==> config.mk <==
export PLATFORM = sky130hd
export DESIGN_NAME = led_line_decoder
export DESIGN_NICKNAME = d
export VERILOG_FILES = /design/src/rtl/led_dec_pkg.sv /design/src/rtl/led_line_sync.sv /design/src/rtl/led_bit_timer.sv /design/src/rtl/led_pixel_packer.sv /design/src/rtl/led_line_decoder.sv
export SDC_FILE = /design/constraint.sdc
export NUM_CORES = 1
export LEC_CHECK = 0
export ABC_AREA = 1
export BUFFER_PORTS_ARGS = -buffer_cell sky130_fd_sc_hd__buf_2
export CORE_MARGIN = 2
export CORE_UTILIZATION = 45
export DETAILED_ROUTE_END_ITERATION = 7
export GPL_TIMING_DRIVEN = 1
export PLACE_DENSITY = 0.6
export SLEW_MARGIN = 20
export SYNTH_ARGS = -nofsm -noshare
export SYNTH_HDL_FRONTEND = slang
export SYNTH_SLANG_ARGS = --single-unit
==> constraint.sdc <==
create_clock -name clk_i -period 2.68 [get_ports clk_i]
set_input_delay 0.536 -clock clk_i [delete_from_list [all_inputs] [get_ports clk_i]]
set_output_delay 0.536 -clock clk_i [all_outputs]
set_load 0.05 [all_outputs]
==> src/rtl/led_dec_pkg.sv <==
`timescale 1ns/1ps
package led_dec_pkg;

  // cycles of low after a falling edge that make a gap: round(hz*50us)+1
  function automatic int gap_cycles(input longint unsigned hz);
    return int'((hz * 64'd50 + 64'd500000) / 64'd1000000 + 64'd1);
  endfunction

  // fixed high-time threshold for a lone last bit: floor(hz*625ns)
  function automatic int short_thr(input longint unsigned hz);
    return int'((hz * 64'd625) / 64'd1000000000);
  endfunction

endpackage

==> src/rtl/led_line_sync.sv <==
`timescale 1ns/1ps
module led_line_sync #(
  parameter int unsigned STAGES = 2
) (
  input  logic clk_i,
  input  logic rst_ni,
  input  logic d_i,
  output logic s_o,
  output logic rise_o,
  output logic fall_o
);
  // STAGES synchroniser flops plus one history flop; reset high so a
  // line idle-high at release shows no edge
  logic [STAGES:0] sh_q;

  always_ff @(posedge clk_i or negedge rst_ni) begin
    if (!rst_ni) sh_q <= '1;
    else         sh_q <= {sh_q[STAGES-1:0], d_i};
  end

  assign s_o    = sh_q[STAGES-1];
  assign rise_o = sh_q[STAGES-1] & ~sh_q[STAGES];
  assign fall_o = ~sh_q[STAGES-1] & sh_q[STAGES];

endmodule

==> src/rtl/led_bit_timer.sv <==
`timescale 1ns/1ps
module led_bit_timer #(
  parameter int unsigned CNT_W     = 14,
  parameter int unsigned GAP_CYC   = 10001,
  parameter int unsigned SHORT_THR = 125
) (
  input  logic clk_i,
  input  logic rst_ni,
  input  logic s_i,
  input  logic rise_i,
  input  logic fall_i,
  output logic bit_vld_o,
  output logic bit_o,
  output logic gap_o
);
  logic             armed_q, in_bit_q, have_fall_q, have_prev_q, chk_q;
  logic [CNT_W-1:0] per_q, hi_q, prev_q, low_q;

  logic             rise_ok, close_rise, gap_hit, close_gap;
  logic             val_rise, val_gap;
  logic [CNT_W:0]   hi2, per_x, prev_x;

  assign hi2    = {hi_q, 1'b0};
  assign per_x  = {1'b0, per_q};
  assign prev_x = {1'b0, prev_q};

  assign rise_ok    = rise_i & armed_q;
  assign close_rise = rise_ok & in_bit_q & have_fall_q;
  assign gap_hit    = chk_q & ~s_i & (low_q == CNT_W'(GAP_CYC));
  assign close_gap  = gap_hit & in_bit_q & have_fall_q;

  assign val_rise = hi2 > per_x;
  assign val_gap  = have_prev_q ? (hi2 >= prev_x) : (hi_q >= CNT_W'(SHORT_THR));

  always_ff @(posedge clk_i or negedge rst_ni) begin
    if (!rst_ni) begin
      bit_vld_o   <= 1'b0;
      bit_o       <= 1'b0;
      gap_o       <= 1'b0;
      armed_q     <= 1'b0;
      in_bit_q    <= 1'b0;
      have_fall_q <= 1'b0;
      have_prev_q <= 1'b0;
      chk_q       <= 1'b0;
      per_q       <= '0;
      hi_q        <= '0;
      prev_q      <= '0;
      low_q       <= '0;
    end else begin
      bit_vld_o <= close_rise | close_gap;
      bit_o     <= close_rise ? val_rise : (close_gap & val_gap);
      gap_o     <= gap_hit;

      // period counter, saturating
      if (rise_ok)                      per_q <= CNT_W'(1);
      else if (in_bit_q && per_q != '1) per_q <= per_q + 1'b1;

      if (fall_i && in_bit_q && !have_fall_q) begin
        hi_q        <= per_q;
        have_fall_q <= 1'b1;
      end

      // low-time window; first low after power-up also opens it
      if ((fall_i && armed_q) || (!armed_q && !s_i)) begin
        armed_q <= 1'b1;
        chk_q   <= 1'b1;
        low_q   <= CNT_W'(1);
      end else if (chk_q && low_q != '1) begin
        low_q <= low_q + 1'b1;
      end

      if (rise_ok) begin
        in_bit_q    <= 1'b1;
        have_fall_q <= 1'b0;
        chk_q       <= 1'b0;
        if (close_rise) begin
          prev_q      <= per_q;
          have_prev_q <= 1'b1;
        end
      end

      if (gap_hit) begin
        chk_q       <= 1'b0;
        in_bit_q    <= 1'b0;
        have_fall_q <= 1'b0;
        have_prev_q <= 1'b0;
      end
    end
  end

  // a gap is only reported while the line was low
  p_gap_low_r3: assert property (@(posedge clk_i) disable iff (!rst_ni)
    gap_o |-> $past(!s_i));

  // outside a gap, a bit is only decided on a rising edge
  p_bit_on_rise_r2: assert property (@(posedge clk_i) disable iff (!rst_ni)
    (bit_vld_o && !gap_o) |-> $past(rise_i));

  // one gap per low period, never two in a row
  p_gap_single_r4: assert property (@(posedge clk_i) disable iff (!rst_ni)
    gap_o |=> !gap_o);

endmodule

==> src/rtl/led_pixel_packer.sv <==
`timescale 1ns/1ps
module led_pixel_packer #(
  parameter int unsigned PIX_W = 24
) (
  input  logic             clk_i,
  input  logic             rst_ni,
  input  logic             bit_vld_i,
  input  logic             bit_i,
  input  logic             gap_i,
  output logic [PIX_W-1:0] pix_o,
  output logic             pix_vld_o,
  output logic             drop_o
);
  localparam int unsigned CW = $clog2(PIX_W);

  logic [CW-1:0]    cnt_q, cnt_add;
  logic [PIX_W-1:0] sh_q, sh_nx;
  logic             full;

  assign full    = bit_vld_i && (cnt_q == CW'(PIX_W - 1));
  assign cnt_add = bit_vld_i ? cnt_q + 1'b1 : cnt_q;
  assign sh_nx   = bit_vld_i ? {sh_q[PIX_W-2:0], bit_i} : sh_q;

  always_ff @(posedge clk_i or negedge rst_ni) begin
    if (!rst_ni) begin
      cnt_q     <= '0;
      sh_q      <= '0;
      pix_o     <= '0;
      pix_vld_o <= 1'b0;
      drop_o    <= 1'b0;
    end else begin
      pix_vld_o <= full;
      if (full) pix_o <= sh_nx;
      drop_o <= gap_i && !full && (cnt_add != '0);
      if (gap_i || full) begin
        cnt_q <= '0;
        sh_q  <= '0;
      end else begin
        cnt_q <= cnt_add;
        sh_q  <= sh_nx;
      end
    end
  end

  // a word completes only on a bit strobe
  p_word_after_bit_r8: assert property (@(posedge clk_i) disable iff (!rst_ni)
    pix_vld_o |-> $past(bit_vld_i));

  // a drop follows a gap and never coincides with a word
  p_drop_on_gap_r9: assert property (@(posedge clk_i) disable iff (!rst_ni)
    drop_o |-> ($past(gap_i) && !pix_vld_o));

endmodule

==> src/rtl/led_line_decoder.sv <==
`timescale 1ns/1ps
module led_line_decoder #(
  parameter int unsigned CLK_HZ      = 200_000_000,
  parameter int unsigned CHANNELS    = 3,
  parameter int unsigned SYNC_STAGES = 2
) (
  input  logic                    clk_i,
  input  logic                    rst_ni,
  input  logic                    line_i,
  output logic                    bit_vld_o,
  output logic                    bit_o,
  output logic [8*CHANNELS-1:0]   pix_o,
  output logic                    pix_vld_o,
  output logic                    gap_o,
  output logic                    drop_o
);
  localparam int unsigned GAP_CYC   = led_dec_pkg::gap_cycles(CLK_HZ);
  localparam int unsigned SHORT_THR = led_dec_pkg::short_thr(CLK_HZ);
  localparam int unsigned CNT_W     = $clog2(GAP_CYC + 1);
  localparam int unsigned PIX_W     = 8 * CHANNELS;

  logic s, rise, fall;

  led_line_sync #(.STAGES(SYNC_STAGES)) u_sync (
    .clk_i  (clk_i),
    .rst_ni (rst_ni),
    .d_i    (line_i),
    .s_o    (s),
    .rise_o (rise),
    .fall_o (fall)
  );

  led_bit_timer #(
    .CNT_W     (CNT_W),
    .GAP_CYC   (GAP_CYC),
    .SHORT_THR (SHORT_THR)
  ) u_timer (
    .clk_i     (clk_i),
    .rst_ni    (rst_ni),
    .s_i       (s),
    .rise_i    (rise),
    .fall_i    (fall),
    .bit_vld_o (bit_vld_o),
    .bit_o     (bit_o),
    .gap_o     (gap_o)
  );

  led_pixel_packer #(.PIX_W(PIX_W)) u_pack (
    .clk_i     (clk_i),
    .rst_ni    (rst_ni),
    .bit_vld_i (bit_vld_o),
    .bit_i     (bit_o),
    .gap_i     (gap_o),
    .pix_o     (pix_o),
    .pix_vld_o (pix_vld_o),
    .drop_o    (drop_o)
  );

endmodule

==> key figures <==
Timing
  • Minimum clock period: 2060 ps
  • Final Hold Fails: 0
  • RSZ-0062 raised after global routing: no
  • Tightest Pin Transition: 958 ps
  • Worst Skew: 12.1 ps
  • Fin crit share: 77.0%
  • Relative slew slack: 36.1%
  • Final setup vio count: 0
  • Setup TNS: 0 ps
  • Final Max Tran Viols: 0
  • Hold WS: 103 ps
  • Fmax: 485 MHz

Die
  • Die area: 0.0145 mm2
  • CORE AREA: 0.0132 mm2
  • Rows: 42
  • Die height: 120 um
  • Die X: 120 um
  • Starting Density: 46.0%
  • IO Count: 32

Yosys
  • Seq/Total Area, Yosys: 50.2%
  • Synth Cell Area: 0.00609 mm2
  • Top-area cell type share of the netlist area: 48.9%
  • Mapped Cells: 716
  • Synth cell types: 36
  • Mapped Nets: 749
  • Syn avg cell area: 8.51 um2
  • Yosys reg bits: 122
  • Largest area contributor in the netlist: dfrtp_1
  • Top cells by area, synth: dfrtp_1 49%, nand2_1 9.5%, nor2_1 6.7%, ha_1 6.2%, inv_1 4.1%
  • Synthesis warning total: 0

Worst setup path
  • CP Class: register to primary output
  • Req. time, crit path: 2140 ps
  • Crit path launch type: register
  • Critical path endpoint: bit_vld_o
  • Reg-to-reg endpoint: u_timer.per_q[13]$_DFFE_PN0P_
  • Maximum fanout along the worst path: 32
  • Critical path endpoint category: primary output
  • Reg2reg setup slack: 700 ps
  • Crit path DAT: 1530 ps
  • Worst r2r path cells: 8
  • R2r startpoint: u_timer.per_q[0]$_DFFE_PN0P_
  • Crit. Startpoint: u_timer.bit_vld_o$_DFF_PN0_

Routing
  • DR vias/cell: 5.07
  • Routed WL: 12800 um
  • Vias: 4767
  • Pre-antenna DRT Iters: 5
  • Avg WL per Cell: 13.6 um
  • Number of routed nets with antenna violations: 0
  • DRC viols: 0
  • Iter 0 DRT Violations: 307

Worst hold path
  • Worst Hold Class: primary input to asynchronous set/reset pin

Finish
  • Final design utilization: 53.6%
  • Diode count: 0
  • # fillers: 1262
  • Area delta synth->final: 16.5%
  • Final non-filler cell total: 941
  • FF+latch area: 0.00306 mm2
  • Finished Cell Area: 0.00710 mm2
  • Fraction of layout instances using a drive strength above 1: 12.3%
  • Area of the multi-input gates: 0.00265 mm2
  • Final nets: 785

Global route
  • First-pass GRT wire length: 21900 um
  • Total global-route track usage: 18.9%
  • Vias in the first global route: 4628
  • Initial antenna violation count: 0
  • Largest net degree at the start of global routing: 51
  • Grt total ovfl: 0

Clocking
  • Sink Count: 122
  • Clock Latency Late Sink: 420 ps
  • TritonCTS clock tree: done
  • CTS buffer count: 17
  • CTS root buf: clkbuf_16
  • H-tree level count: 4
  • Worst-path clk slew: 60 ps
  • Post-CTS Resized: 0
  • CTS Buffer Depth: 2
  • Post-CTS setup buffers: 0
  • Hold_buf cts: 0

Power and ir drop
  • Net Switching: 1.51 mW
  • Leakage Power: 3.48 nW
  • Logic gate share of total power: 15.2%
  • Sequential share of power: 38.6%
  • Peak supply drop: 0.394 mV
  • Clock Power Share: 46.2%
  • Sw Share: 27.0%
  • PwrDens: 788 mW/mm2
  • Cell Int Power: 4.08 mW

Placement
  • PortBufs: 31
  • Post-DP HPWL: 8920 um
  • Area post-placement: 0.00643 mm2
  • Placed Cells: 909
  • GPL Wtd Cong: 0.853

Flow run
  • MaxCap Viol Count: 0

Status
  • Outcome: completed
==> logic make-up after synthesis <==
| group | synth area share (%) |
|---|---|
| fa+ha+maj | 6.16 |
| simple gates | 23.7 |
| mux | 3.61 |
| buf+inv | 6.53 |
| flops | 50.2 |
| compound gates | 8.54 |
| xor+xnor | 1.29 |
==> registers in the layout, indices dropped and copies added, names as in the netlist <==
| name | count |
|---|---|
| u_timer.hi_q | 14 |
| u_pack.cnt_q | 5 |
| u_timer.have_prev_q | 1 |
| u_timer.prev_q | 14 |
| u_timer.have_fall_q | 1 |
| u_timer.bit_vld_o | 1 |
| u_timer.chk_q | 1 |
| u_timer.armed_q | 1 |
| u_pack.sh_q | 24 |
| u_timer.in_bit_q | 1 |
| u_pack.pix_o | 24 |
| u_pack.pix_vld_o | 1 |
| u_timer.per_q | 14 |
| u_timer.bit_o | 1 |
| u_pack.drop_o | 1 |
| u_timer.low_q | 14 |
| u_sync.sh_q | 3 |
| u_timer.gap_o | 1 |
==> worst min path at each step <==
stage / startpoint / end / slack (ps)
floorplan: rst_ni / u_pack.cnt_q[0]$_DFF_PN0_ / 240
global placement: u_sync.sh_q[0]$_DFF_PN1_ / u_sync.sh_q[1]$_DFF_PN1_ / 350
detailed placement: u_sync.sh_q[0]$_DFF_PN1_ / u_sync.sh_q[1]$_DFF_PN1_ / 350
CTS: rst_ni / u_pack.pix_o[20]$_DFFE_PN0P_ / 130
global route: rst_ni / u_pack.pix_o[20]$_DFFE_PN0P_ / 150
finish: rst_ni / u_pack.pix_o[20]$_DFFE_PN0P_ / 100
==> layout make-up <==
type	count	area share (%)
flip-flops and latches	122	43.1
repair buffers	37	3.03
well taps	176	3.10
clock inverters	12	3.10
inverters	76	4.09
clock buffers	20	6.29
multi-input cells	498	37.3
==> cells in the final DEF, fill, tap and decap left out, types with 3 or more instances in the layout <==
master	instances
buf_4	6
inv_1	66
nand3_1	30
dfstp_2	3
xor2_1	8
nor3_1	3
nand2_1	155
dfrtp_1	119
buf_2	30
clkinv_4	3
ha_1	30
nor2_1	107
o21ai_1	48
inv_2	7
a21oi_1	40
nor2_4	3
o21ai_0	8
mux2i_1	22
bufinv_16	6
clkbuf_16	17
nand4_1	22
nor2_2	5
clkinv_2	3
==> synth_stat cells, drive strengths merged <==
cell	count
nand2	158
dfrtp	119
nor2	116
inv	73
o21ai	57
a21oi	41
nand3	31
ha	30
mux2i	22
nand4	22
buf	18
xor2	8
clkinv	3
dfstp	3
nor3	3
clkbuf	2
nand3b	2
o21bai	2
or2	2
a21o	1
and2	1
nor3b	1
xnor2	1
==> per-layer routing <==
layer / global-route usage (%) / share of wire (%)
met1: 26.6 / 51
met2: 29.2 / 45
met3: 4.20 / 3.0
met4: 6.03 / 1.2
met5: 0 / 0
==> worst max-delay path: stages (launching register included) <==
cell     delay (ps)
dfrtp_1         340
buf_4           410
buf_2           350
==> power groups by stage <==
stage               Combinational, mW  Clock, mW  Sequential [mW]
finish                          0.848       2.58             2.16
global route                    0.970       2.70             2.19
CTS                             0.858       2.61             2.16
detailed placement              0.848          0             2.19
global placement                0.817          0             2.18
floorplan                       0.622          0             2.16
==> stage by stage <==
| stage | setup slack, ps | power [mW] |
|---|---|---|
| floorplan | 968 | 2.78 |
| global route | 503 | 5.86 |
| finish | 616 | 5.59 |
| detailed placement | 731 | 3.03 |
| CTS | 595 | 5.63 |
| global placement | 813 | 3.00 |
No activity file was read; power rests on OpenSTA's default activity.
